`config.mk`:
```
export PLATFORM = sky130hd
export DESIGN_NAME = bus_sec_filter
export DESIGN_NICKNAME = d
export VERILOG_FILES = /design/src/rtl/bsf_pkg.sv /design/src/rtl/bsf_decide.sv /design/src/rtl/bsf_lanes.sv /design/src/rtl/bsf_irq.sv /design/src/rtl/bus_sec_filter.sv
export SDC_FILE = /design/constraint.sdc
export NUM_CORES = 1
export LEC_CHECK = 0
export ABC_AREA = 0
export CORE_AREA = 2 2 148 150
export DETAILED_ROUTE_END_ITERATION = 7
export DIE_AREA = 0 0 150 152
export GPL_TIMING_DRIVEN = 1
export PLACE_DENSITY = 0.7
export SLEW_MARGIN = 0
export SYNTH_ARGS = -nofsm -noshare
export SYNTH_HDL_FRONTEND = slang
export SYNTH_SLANG_ARGS = --single-unit
```
`constraint.sdc`:
```
create_clock -name clk -period 2.41 [get_ports clk]
set_input_delay 0.3615 -clock clk [delete_from_list [all_inputs] [get_ports clk]]
set_output_delay 0.3615 -clock clk [all_outputs]
set_load 0.01 [all_outputs]
```
`src/rtl/bsf_pkg.sv`:
```
// Shared types of the bus security filter.
// Assumes: nothing beyond being compiled first.
package bsf_pkg;

    // Per-access outcome chosen by the decision logic.
    typedef enum logic [1:0] {
        ACT_FWD_SEC  = 2'd0,
        ACT_FWD_NS   = 2'd1,
        ACT_BLK_ZERO = 2'd2,
        ACT_BLK_ERR  = 2'd3
    } bsf_act_e;

    // Transaction sequencing state of the filter.
    typedef enum logic [1:0] {
        ST_IDLE = 2'd0,
        ST_WAIT = 2'd1,
        ST_BLK  = 2'd2
    } bsf_state_e;

    localparam int SIZE_W = 2;

endpackage

```
`src/rtl/bsf_decide.sv`:
```
// Four-way access decision from the lookup flags and the registered
// sideband configuration. Purely combinational.
// Assumes: flags belong to the address currently presented.
module bsf_decide
    import bsf_pkg::*;
(
    input  logic     exempt_i,
    input  logic     nonsec_i,
    input  logic     master_ns_i,
    input  logic     blk_err_i,
    output bsf_act_e act_o
);

    // Priority: exempt, then non-secure region, then master state.
    always_comb begin
        if (exempt_i)
            act_o = master_ns_i ? ACT_FWD_NS : ACT_FWD_SEC;
        else if (nonsec_i)
            act_o = ACT_FWD_NS;
        else if (!master_ns_i)
            act_o = ACT_FWD_SEC;
        else if (blk_err_i)
            act_o = ACT_BLK_ERR;
        else
            act_o = ACT_BLK_ZERO;
    end

endmodule

```
`src/rtl/bsf_lanes.sv`:
```
// Little-endian byte lane steering between a right-justified upstream
// value and a lane-aligned downstream bus.
// Assumes: DATA_W is 64 so size codes 0..3 are all legal, and the
// offset is aligned to the size.
module bsf_lanes
    import bsf_pkg::*;
#(
    parameter int DATA_W = 64
) (
    input  logic [$clog2(DATA_W/8)-1:0] ofs_i,
    input  logic [SIZE_W-1:0]           size_i,
    input  logic [DATA_W-1:0]           wdata_i,
    input  logic [DATA_W-1:0]           lane_rdata_i,
    output logic [DATA_W-1:0]           lane_wdata_o,
    output logic [DATA_W/8-1:0]         strb_o,
    output logic [DATA_W-1:0]           rdata_o
);

    localparam int LANES = DATA_W / 8;
    localparam int OFS_W = $clog2(LANES);

    logic [OFS_W:0]    nbytes;
    logic [OFS_W:0]    ofs_ext;
    logic [DATA_W-1:0] rshift;

    assign nbytes       = (OFS_W+1)'(1) << size_i;
    assign ofs_ext      = {1'b0, ofs_i};
    assign lane_wdata_o = wdata_i << {ofs_i, 3'b000};
    assign rshift       = lane_rdata_i >> {ofs_i, 3'b000};

    // Per lane: strobe window and read byte masking.
    for (genvar i = 0; i < LANES; i++) begin : g_lane
        localparam logic [OFS_W:0] IDX = (OFS_W+1)'(i);
        assign strb_o[i] = (ofs_ext <= IDX) && (IDX < (ofs_ext + nbytes));
        assign rdata_o[8*i +: 8] = (IDX < nbytes) ? rshift[8*i +: 8] : 8'h00;
    end

endmodule

```
`src/rtl/bsf_irq.sv`:
```
// Sticky interrupt status: set by an error-type block, held cleared
// while the clear level is high (clear wins over set).
// Assumes: clr_i is already registered by the caller.
module bsf_irq (
    input  logic clk,
    input  logic rst_n,
    input  logic set_i,
    input  logic clr_i,
    output logic irq_o
);

    // Status bit update.
    always_ff @(posedge clk) begin
        if (!rst_n)      irq_o <= 1'b0;
        else if (clr_i)  irq_o <= 1'b0;
        else if (set_i)  irq_o <= 1'b1;
    end

    assert_clr_holds_low_R7: assert property (@(posedge clk) disable iff (!rst_n)
        clr_i |=> !irq_o);

    assert_sticky_R6: assert property (@(posedge clk) disable iff (!rst_n)
        (irq_o && !clr_i) |=> irq_o);

    assert_rise_has_cause_R6: assert property (@(posedge clk) disable iff (!rst_n)
        $rose(irq_o) |-> $past(set_i));

endmodule

```
`src/rtl/bus_sec_filter.sv`:
```
// Bus master security filter. Classifies each upstream access via an
// external attribution lookup and either forwards it downstream with a
// security attribute or completes it locally (zero/ignore or error).
// Assumes: aligned accesses, one outstanding forwarded access, and a
// downstream that answers only while an access is outstanding.
module bus_sec_filter
    import bsf_pkg::*;
#(
    parameter int ADDR_W = 32,
    parameter int DATA_W = 64
) (
    input  logic                clk,
    input  logic                rst_n,
    input  logic                cfg_master_ns,
    input  logic                cfg_blk_err,
    input  logic                irq_clr,
    output logic                irq,
    input  logic                up_req_valid,
    output logic                up_req_ready,
    input  logic [ADDR_W-1:0]   up_req_addr,
    input  logic                up_req_write,
    input  logic [SIZE_W-1:0]   up_req_size,
    input  logic [DATA_W-1:0]   up_req_wdata,
    output logic                up_rsp_valid,
    output logic [DATA_W-1:0]   up_rsp_rdata,
    output logic                up_rsp_err,
    output logic [ADDR_W-1:0]   attr_addr,
    input  logic                attr_exempt,
    input  logic                attr_nonsec,
    output logic                dn_req_valid,
    input  logic                dn_req_ready,
    output logic [ADDR_W-1:0]   dn_req_addr,
    output logic                dn_req_write,
    output logic [SIZE_W-1:0]   dn_req_size,
    output logic                dn_req_secure,
    output logic [DATA_W-1:0]   dn_req_wdata,
    output logic [DATA_W/8-1:0] dn_req_strb,
    input  logic                dn_rsp_valid,
    input  logic [DATA_W-1:0]   dn_rsp_rdata,
    input  logic                dn_rsp_err
);

    localparam int LANES = DATA_W / 8;
    localparam int OFS_W = $clog2(LANES);

    logic        ns_q, blkerr_q, clr_q;
    bsf_state_e  state_q;
    logic        rsp_err_q;
    logic [OFS_W-1:0]  ofs_q;
    logic [SIZE_W-1:0] size_q;
    bsf_act_e    act;
    logic        fwd, idle, accept;
    logic [DATA_W-1:0] rd_extract;
    logic [DATA_W-1:0] unused_rd;
    logic [DATA_W-1:0] unused_wd;
    logic [LANES-1:0]  unused_strb;

    // Register the sideband levels; reset makes them zero.
    always_ff @(posedge clk) begin
        if (!rst_n) begin
            ns_q     <= 1'b0;
            blkerr_q <= 1'b0;
            clr_q    <= 1'b0;
        end else begin
            ns_q     <= cfg_master_ns;
            blkerr_q <= cfg_blk_err;
            clr_q    <= irq_clr;
        end
    end

    assign attr_addr = up_req_addr;

    bsf_decide u_decide (
        .exempt_i    (attr_exempt),
        .nonsec_i    (attr_nonsec),
        .master_ns_i (ns_q),
        .blk_err_i   (blkerr_q),
        .act_o       (act)
    );

    assign fwd    = (act == ACT_FWD_SEC) || (act == ACT_FWD_NS);
    assign idle   = (state_q == ST_IDLE);
    assign dn_req_valid = idle && up_req_valid && fwd;
    assign up_req_ready = idle && (fwd ? dn_req_ready : 1'b1);
    assign accept       = up_req_valid && up_req_ready;

    assign dn_req_addr   = up_req_addr;
    assign dn_req_write  = up_req_write;
    assign dn_req_size   = up_req_size;
    assign dn_req_secure = (act == ACT_FWD_SEC);

    // Write path steering for the current request.
    bsf_lanes #(.DATA_W(DATA_W)) u_wlanes (
        .ofs_i        (up_req_addr[OFS_W-1:0]),
        .size_i       (up_req_size),
        .wdata_i      (up_req_wdata),
        .lane_rdata_i ('0),
        .lane_wdata_o (dn_req_wdata),
        .strb_o       (dn_req_strb),
        .rdata_o      (unused_rd)
    );

    // Read path steering using the captured offset and size.
    bsf_lanes #(.DATA_W(DATA_W)) u_rlanes (
        .ofs_i        (ofs_q),
        .size_i       (size_q),
        .wdata_i      ('0),
        .lane_rdata_i (dn_rsp_rdata),
        .lane_wdata_o (unused_wd),
        .strb_o       (unused_strb),
        .rdata_o      (rd_extract)
    );

    // Sequencing: idle, waiting on downstream, or local blocked reply.
    always_ff @(posedge clk) begin
        if (!rst_n) begin
            state_q   <= ST_IDLE;
            rsp_err_q <= 1'b0;
            ofs_q     <= '0;
            size_q    <= '0;
        end else begin
            case (state_q)
                ST_IDLE: if (accept) begin
                    ofs_q     <= up_req_addr[OFS_W-1:0];
                    size_q    <= up_req_size;
                    rsp_err_q <= (act == ACT_BLK_ERR);
                    state_q   <= fwd ? ST_WAIT : ST_BLK;
                end
                ST_WAIT: if (dn_rsp_valid) state_q <= ST_IDLE;
                default: state_q <= ST_IDLE;
            endcase
        end
    end

    assign up_rsp_valid = (state_q == ST_BLK) || ((state_q == ST_WAIT) && dn_rsp_valid);
    assign up_rsp_err   = (state_q == ST_BLK) ? rsp_err_q : dn_rsp_err;
    assign up_rsp_rdata = (state_q == ST_WAIT) ? rd_extract : '0;

    bsf_irq u_irq (
        .clk   (clk),
        .rst_n (rst_n),
        .set_i (accept && (act == ACT_BLK_ERR)),
        .clr_i (clr_q),
        .irq_o (irq)
    );

    assert_block_no_dn_R4: assert property (@(posedge clk) disable iff (!rst_n)
        dn_req_valid |-> (attr_exempt || attr_nonsec || !ns_q));

    assert_ns_region_R2: assert property (@(posedge clk) disable iff (!rst_n)
        (dn_req_valid && !attr_exempt && attr_nonsec) |-> !dn_req_secure);

    assert_local_reply_R5: assert property (@(posedge clk) disable iff (!rst_n)
        (accept && !dn_req_valid) |=> (up_rsp_valid && !dn_req_valid));

    assert_one_outstanding_R11: assert property (@(posedge clk) disable iff (!rst_n)
        (dn_req_valid && dn_req_ready) |=> !dn_req_valid);

    assert_rsp_only_when_waiting_R11: assert property (@(posedge clk) disable iff (!rst_n)
        dn_rsp_valid |-> (state_q == ST_WAIT));

    assert_aligned_R9: assert property (@(posedge clk) disable iff (!rst_n)
        up_req_valid |-> ((up_req_addr[OFS_W-1:0] & ((OFS_W)'(1 << up_req_size) - 1'b1)) == '0));

endmodule

```
* Yosys cells after proc, flatten, opt, wreduce, memory -nomap -nowiden *
Index checks and enable logic that the tools add are counted.

operators by class
  equal/unequal tests = 6
  reductions and logical operators = 21
  add/sub/neg operators = 1
  order comparisons = 24
  div/mod/pow operators = 0
  shift-type cells = 4
  $mul = 0
  bitwise operators = 1
  mux-type cells = 20

operators by type and width
  operator             count
  $mux 64              1
  $mux 8               8
  $shl 64x6->64        1
  $shr 64x6->64        1
  $lt 3x4->1 const A   8
  $lt 1x4->1 const A   4
  $lt 2x4->1 const A   4
  $logic_and 1x1->1    14
  $le 3x3->1 const B   4
  $mux 2               6
  $shl 1x2->4 const A  2
  $le 3x1->1 const B   2
  $le 3x2->1 const B   2
  $add 3x4->4          1
  $eq 2x1->1 const B   2
  $eq 2x2->1 const B   2
  $logic_not 2->1      2
  $mux 1               4
  $pmux 2 s2           1
  $reduce_and 2->1     2
  $logic_or 1x1->1     2
  $ne 2x1->1 const B   1
  $ne 2x2->1 const B   1
  $reduce_or 2->1      1
  $not 1->1            1

storage, ports and cells
  latch bits = 0
  word-level logic and storage cells = 85
  memory bits (read-only) = 0
  input port bits = 174
  output and inout port bits = 209
  memories = 0
  flip-flop bits (word level) = 12
  memory bits (writable) = 0

* Depth between registers and ports, before layout *
Gate-level depths: netlist of the first run.

  depth after elaboration = 11
  gate-level depth with buffers = 7
  depth with buffers taken out = 7

* Hierarchy *
Synthesis of the first run repeated with hierarchy kept, for this count alone.

second synthesis, totals
  cells, all modules = 1246
  area, all modules = 8939.8 sq um

modules (own cells, without submodules)
  module          times used  area each (sq um)  cells each  sequential area each (sq um)
  bsf_lanes       2           3723.6             525         0.0
  bus_sec_filter  1           1430.1             189         220.2
  bsf_irq         1           36.3               3           20.0
  bsf_decide      1           26.3               4           0.0

* Worst setup path after synthesis of the first run *
No wires, ideal clock.

  kind = input port to output port
  from = input port up_req_addr[1]
  to = output port dn_req_strb[2]
  required time = 2.049 ns
  path slack = 0.022 ns
  stages = 6
  arrival time = 2.027 ns
  cells stage by stage = buf_2 -> clkinv_1 -> fa_1 -> xnor2_1 -> nor2_1 -> a221oi_1

between the ends
  longest elaborated chain between the ends = 3
  elaborated cells between the ends (all ways) = 4
  those cells by class = 1 x add/sub; 2 x order compare; 1 x reduce/logical

RTL lines
  item                   line                  text
  start: declaration     bus_sec_filter.sv:20  input logic [ADDR_W-1:0] up_req_addr,
  $add 3x4->4            bsf_lanes.sv:34       assign strb_o[i] = (ofs_ext <= IDX) && (IDX < (ofs_ext + nbytes));
  $lt 2x4->1             bsf_lanes.sv:34
  $logic_and 1x1->1 (*)  bsf_lanes.sv:34
  end: declaration       bus_sec_filter.sv:37  output logic [DATA_W/8-1:0] dn_req_strb,

Mark *: on every way between the ends. The rest lies on a longest branch, timed or not.

* Worst setup path in the final report of the first run *
  from = register ofs_q[1]
  to = output port up_rsp_rdata[29]

between the ends
  longest elaborated chain between the ends = 3

RTL lines
  item                      line                   text
  start: declaration        bus_sec_filter.sv:49   logic [OFS_W-1:0] ofs_q;
  start signal: assignment  bus_sec_filter.sv:124  ofs_q <= up_req_addr[OFS_W-1:0];
  $shr 64x6->64             bsf_lanes.sv:29        assign rshift = lane_rdata_i >> {ofs_i, 3'b000};
  $mux 8                    bsf_lanes.sv:35        assign rdata_o[8*i +: 8] = (IDX < nbytes) ? rshift[8*i +: 8] : 8'h00;
  $mux 64                   bus_sec_filter.sv:137  assign up_rsp_rdata = (state_q == ST_WAIT) ? rd_extract : '0;
  end: declaration          bus_sec_filter.sv:25   output logic [DATA_W-1:0] up_rsp_rdata,

No other way between the ends.

==> flow_metrics.py, run 1 <==
metrics = {
    "status": {
        "status": "completed",
    },
    "power": {
        "clkPwrFrac_pct": 14.4,
        "comb_power_share_pct": 74.8,
        "p_seq_share_pct": 10.8,
        "p_leak_nw": 3.999,
        "irDropWorstVdd_mv": 0.1471,
        "power_density_mw_per_mm2": 237.9,
        "swShare_pct": 37.72,
        "switchingPower_uw": 767.3,
        "intPower_mw": 1.267,
    },
    "critical_path": {
        "critPathSlowestCell": "clkdlybuf4s50_1",
        "required_ps": 2050,
        "cp_num_cells": 6,
        "rrSetupSlack_ps": 690,
        "worstPathMaxFanout": 28,
        "crit_arrival_ps": 2030,
        "cp_cell_sequence": "buf_12 > nor2b_2 > buf_4 > a21oi_1 > o22ai_1 > clkdlybuf4s50_1",
        "cp-start-kind": "flip-flop",
        "critPathTopFamily": "buffers and inverters",
        "critPathMaxStageDelay_ps": 590,
        "rr_worst_depth": 5,
        "criticalPathCategory": "reg -> out",
        "end_kind": "output pin",
        "crit_buf_inv": 3,
    },
    "clock_tree": {
        "clk-insertion-delay-late_ps": 240,
        "cts_sinks": 12,
        "clock_path_buffers": 2,
        "clk_pin_slew_worst_paths_ps": 40,
        "cts_inserted_buffers": 3,
        "cts_tree": "done",
        "cts_htree_levels": 1,
        "root_buffer": "clkbuf_16",
    },
    "yosys": {
        "synth_fp_nets": 827,
        "synth_top_area_share_pct": 14.37,
        "yosys-top-cells-count": "nor2_1, buf_4, mux2i_1",
        "synth_cell_types": 52,
        "syn_area_mm2": 0.004667,
        "synth-seq-area-share_pct": 5.147,
        "synth.largest_area_cell": "mux2i_1",
        "yosysMostFrequentCell": "nor2_1",
        "yosys_most_used_dff": "dfxtp_1",
        "ys_seq_elements": 12,
        "synthCells": 649,
        "synth_edf_count": 0,
        "yosys_warnings": 0,
        "synth_async_sr_flop_share_pct": 0,
        "avgSynthCellArea_um2": 7.191,
        "synth_area_leaders": "mux2i_1, buf_4, mux2_2, mux4_2, nor2_1",
    },
    "floorplan": {
        "io-pin-count": 383,
        "rows": 54,
        "coreArea_mm2": 0.02135,
        "die_w_um": 150,
        "die_area_mm2": 0.02280,
        "die_h_um": 152,
        "start_util_pct": 21.86,
    },
    "global_route": {
        "grt_pass1_wl_um": 33690,
        "use_met2_pct": 33.44,
        "use_met3_pct": 5.435,
        "track_usage_pct": 18.24,
        "grt_pass1_vias": 6211,
        "grt.busiest_layer": "met2",
        "grt_max_degree": 34,
        "antenna_found_initial": 1,
        "grt.overflow.total": 0,
        "use_met1_pct": 20.03,
    },
    "placed_design": {
        "dpl_cell_area_mm2": 0.008028,
        "gp_congestion": 0.9253,
        "portBuffers": 293,
        "hpwl_um": 18440,
    },
    "route": {
        "drcViolationCount": 0,
        "vias": 6107,
        "routed_wl_um": 23290,
        "dr.pass1.iters": 5,
        "drt_iter0_drc": 220,
        "vias_per_cell": 4.941,
        "drtAntennaViolNets": 0,
        "wire_per_inst_um": 18.84,
    },
    "timing": {
        "setup_viol": 0,
        "fmaxAchievable_ghz": 0.4175,
        "rsz0062_at_grt": "yes",
        "finClkSkew_ps": 3.264,
        "relSlewSlack_pct": 28.73,
        "fin_crit_sh_pct": 99.38,
        "hold_viol_final": 0,
        "tns_ps": 0,
        "fin_crit_ps": 2395,
        "worstMarginPinSlew_ps": 1058,
        "holdWs_ps": 388.7,
        "finalMaxSlewViolations": 0,
    },
    "finish": {
        "final_area_mm2": 0.008551,
        "fillCellCount": 2221,
        "drive_above_1_share_pct": 25.03,
        "seqCellArea_um2": 250.2,
        "multiInputGateArea_mm2": 0.003766,
        "area.growth.synth_to_final_pct": 83.22,
        "nets": 1135,
    },
    "worst_hold_path": {
        "hold_class": "reg -> reg",
        "holdPathStages": 1,
    },
    "flow_run": {
        "maxCapViolCount": 0,
    },
}
final timing paths:
kind	endpoint	start
setup / recovery	up_rsp_rdata[29]	ofs_q[1]$_SDFFE_PN0P_
hold / removal	u_irq.irq_o$_SDFFE_PP0P_	clr_q$_SDFF_PN0_
setup reg to reg	size_q[0]$_SDFFE_PN0P_	ns_q$_SDFF_PN0_
hold reg to reg	u_irq.irq_o$_SDFFE_PP0P_	clr_q$_SDFF_PN0_
layer usage:
metal	routed length [um]	vias up
met1	8715	2816
li1	-	2868
met5	0	-
met4	606	0
met3	2443	34
met2	11530	389
through the flow:
step | worst slack [ps] | power [mW] | instances | util (%)
after global routing | -17.88 | 2.155 | 1236 | 40.05
final | 14.98 | 2.034 | 1236 | 40.05
after detailed placement | -862.2 | 1.679 | 1213 | 37.60
after CTS | -5.109 | 2.005 | 1224 | 38.74
after global placement | -776.3 | 1.677 | 1213 | 37.60
after floorplan | 21.84 | 0.9830 | 649 | -
power groups by stage:
stage	Combinational, mW	Clock, mW	Sequential (mW)
final	1.52	0.292	0.221
after global routing	1.62	0.309	0.222
after CTS	1.49	0.299	0.220
after detailed placement	1.46	0	0.222
after global placement	1.46	0	0.222
after floorplan	0.767	0	0.216
worst register-to-register path: stages (launching register included):
cell and delay, ps:
dfxtp_1 300, nor3b_1 130, buf_4 140, o21ai_0 820, nand3_1 150, o21ai_1 110
final cells by class:
cell class	instances	area share (%)
Multi-Input combinational cell	514	44.04
Antenna cell	1	0.02927
Clock buffer	3	0.8780
Tap cell	280	4.097
Inverter	7	0.3073
Sequential cell	12	2.927
Timing Repair Buffer	419	47.72
repair_timing:
item / 4_1_cts / 5_1_grt
setup buffers: 6 / 9
hold endpoints to repair: 0 / 0
pin swaps: 4 / 7
hold buffers: 0 / 0
gates cloned: 2 / 2
endpoints found under the setup margin: 75 / 60
gates resized for setup: 113 / 63
flip-flops by register name, summed over array words and instances, names as in the netlist:
signal	cells
blkerr_q	1
clr_q	1
ns_q	1
ofs_q	3
rsp_err_q	1
size_q	2
state_q	2
u_irq.irq_o	1
layout by cell type (no fill, tap or decap), drive strengths merged, types with 13 or more instances in the layout:
cell and instances:
a21oi 55, and2 22, buf 131, clkdlybuf4s50 211
dlygate4sd2 40, dlymetal6s2s 32, mux2 43, mux2i 67
mux4 18, nand2 60, nor2 89, nor2b 13
o21ai 42, o22ai 29, or2 13
cell families (layout without fill, tap and decap cells):
kind of cell / after synthesis / in the layout / share of synthesized area [%]
mux: 128 / 128 / 33.67
flops: 12 / 12 / 5.147
buf+inv: 123 / 429 / 17.51
simple gates: 225 / 225 / 22.41
other cells: 0 / 1 / 0
fa+ha+maj: 4 / 4 / 1.233
xor+xnor: 3 / 3 / 0.5631
compound gates: 154 / 154 / 19.46
Note: power is estimated with default switching activity, not from simulation.
==> run 2: changes to the inputs <==
--- a/config.mk
+++ b/config.mk
@@ -15,3 +15,4 @@
 export SYNTH_ARGS = -nofsm -noshare
 export SYNTH_HDL_FRONTEND = slang
 export SYNTH_SLANG_ARGS = --single-unit
+export TNS_END_PERCENT = 1
==> flow_metrics.py, run 2 (same netlist as run 1, synthesis figures left out) <==
metrics = {
    "timing": {
        "fmaxAchievable_ghz": 0.4052,
        "tns_ps": -176.9,
        "setup_viol": 5,
        "rsz0062_at_grt": "yes",
        "fin_ws_ps": -57.99,
        "finalMaxSlewViolations": 0,
        "hold_viol_final": 0,
        "finClkSkew_ps": 3.750,
        "worstMarginPinSlew_ps": 1055,
        "fin_crit_ps": 2468,
        "relSlewSlack_pct": 28.89,
        "holdWs_ps": 388.7,
        "fin_crit_sh_pct": 102.4,
    },
    "power": {
        "power_density_mw_per_mm2": 237.2,
        "p_leak_nw": 4.022,
        "irDropWorstVdd_mv": 0.1476,
        "finalPower_mw": 1.986,
    },
    "critical_path": {
        "critPathSlowestCell": "clkdlybuf4s50_1",
        "worstPathMaxFanout": 18,
        "end_kind": "output pin",
        "cp-start-kind": "flip-flop",
        "crit_arrival_ps": 2110,
        "criticalPathCategory": "reg -> out",
        "rr_worst_depth": 5,
        "critPathMaxStageDelay_ps": 570,
        "worstReg2RegStart": "ns_q$_SDFF_PN0_",
        "rrSetupSlack_ps": 690,
        "required_ps": 2050,
        "r2r_end": "size_q[0]$_SDFFE_PN0P_",
        "cp_cell_sequence": "buf_6 > nand3_1 > buf_4 > o22ai_1 > clkdlybuf4s50_1",
    },
    "placed_design": {
        "portBuffers": 293,
        "dpl_cell_area_mm2": 0.008028,
        "hpwl_um": 18440,
        "gp_congestion": 0.9253,
        "dp_cells": 1213,
    },
    "finish": {
        "nets": 1117,
        "final_area_mm2": 0.008371,
        "drive_above_1_share_pct": 23.16,
        "largest_reg_flops": 3,
        "final_cell_mix": "clkdlybuf4s50_1, buf_4, nor2_1, mux2i_1, nand2_1",
        "instances_no_fill": 1219,
        "top_regs": "ofs_q (3), size_q (2), state_q (2)",
        "final_common_cell": "clkdlybuf4s50_1",
        "fillCellCount": 2250,
        "regMostFlops": "ofs_q",
        "area.growth.synth_to_final_pct": 79.36,
    },
    "floorplan": {
        "die_h_um": 152,
        "start_util_pct": 21.86,
        "die_area_mm2": 0.02280,
        "die_w_um": 150,
        "io-pin-count": 383,
        "coreArea_mm2": 0.02135,
        "rows": 54,
    },
    "route": {
        "drtAntennaViolNets": 0,
        "drt_iter0_drc": 173,
        "wire_per_inst_um": 18.42,
        "drcViolationCount": 0,
        "dr.pass1.iters": 5,
        "vias_per_cell": 4.911,
        "routed_wl_um": 22450,
        "vias": 5987,
    },
    "status": {
        "violations": "setup timing",
        "status": "finished with violations",
    },
    "clock_tree": {
        "clock_path_buffers": 2,
        "root_buffer": "clkbuf_16",
        "cts_inserted_buffers": 3,
        "cts_sinks": 12,
        "clk-insertion-delay-late_ps": 240,
        "cts_htree_levels": 1,
        "clk_pin_slew_worst_paths_ps": 40,
        "cts_tree": "done",
    },
    "global_route": {
        "grt.busiest_layer": "met2",
        "antenna_found_initial": 1,
        "use_met1_pct": 19.74,
        "grt_pass1_vias": 6128,
        "grt.overflow.total": 0,
        "use_met2_pct": 32.85,
        "use_met3_pct": 5.465,
        "grt_pass1_wl_um": 33200,
        "grt_max_degree": 38,
        "track_usage_pct": 17.96,
    },
    "worst_hold_path": {
        "hold_end": "u_irq.irq_o$_SDFFE_PP0P_",
        "hp-start": "clr_q$_SDFF_PN0_",
        "holdPathStages": 1,
        "hold_class": "reg -> reg",
    },
    "flow_run": {
        "maxCapViolCount": 0,
    },
}
[run 2: cell count changes in the layout (fill, tap and decap cells not counted), sizes merged]
cell           previous run  this run
clkdlybuf4s15             2         1
diode                     1         2
clkdlybuf4s50           211       212
bufbuf                    1         0
dlygate4sd2              40        25
buf                     131       115
dlymetal6s2s             32        46
[run 2: metrics by stage]
| stage | utilization, % | setup slack (ps) |
|---|---|---|
| final | 39.21 | -57.99 |
| after global routing | 39.19 | -163.7 |
| after CTS | 38.21 | -78.41 |
| after detailed placement | 37.60 | -862.2 |
| after global placement | 37.60 | -776.3 |
| after floorplan | - | 21.84 |
[run 2: worst max path at each step]
stage                       startpoint          endpoint  slack, ps
2_1_floorplan           up_req_addr[1]    dn_req_strb[2]         20
3_3_place_gp            up_req_size[1]    dn_req_strb[2]       -780
3_5_place_dp            up_req_size[1]    dn_req_strb[2]       -860
4_1_cts        state_q[0]$_SDFFE_PN0P_  up_rsp_rdata[44]        -80
5_1_grt        state_q[0]$_SDFFE_PN0P_  up_rsp_rdata[28]       -160
6_report         ofs_q[0]$_SDFFE_PN0P_  up_rsp_rdata[28]        -60
[run 2: timing repair]
| action | CTS | global route |
|---|---|---|
| resized for setup | 81 | 80 |
| endpoints found under the setup margin | 75 | 88 |
| hold buffers | 0 | 0 |
| pin swaps | 1 | 4 |
| buffers inserted | 1 | 0 |
| endpoints found under the hold margin | 0 | 0 |
[run 2: cell type report]
| cell class | instances | area, um2 | share of cell area (%) |
|---|---|---|---|
| Inverter | 7 | 26.28 | 0.3139 |
| Multi-Input combinational cell | 514 | 3742 | 44.71 |
| Timing Repair Buffer | 401 | 3925 | 46.89 |
| Tap cell | 280 | 350.3 | 4.185 |
| Clock buffer | 3 | 75.07 | 0.8969 |
| Sequential cell | 12 | 246.5 | 2.945 |
| Antenna cell | 2 | 5.005 | 0.05979 |
[run 2: critical path: cells and delay by family, from the launching register on]
family | cells | cell delay (ps)
AND/OR/NAND/NOR | 1 | 240
AO/OA/AOI/OAI | 1 | 170
flip-flops | 1 | 430
buffers and inverters | 3 | 1020
[run 2: power breakdown]
part           switching [mW]  internal, mW
sequential             0.0115         0.208
combinational           0.662         0.812
clock                  0.0768         0.215
total                   0.751          1.24
[run 2: layer usage]
metal	wire length, um	part of all wire, %
met3	2410	11
met2	10940	49
met4	583	2.6
met5	0	0
met1	8518	38
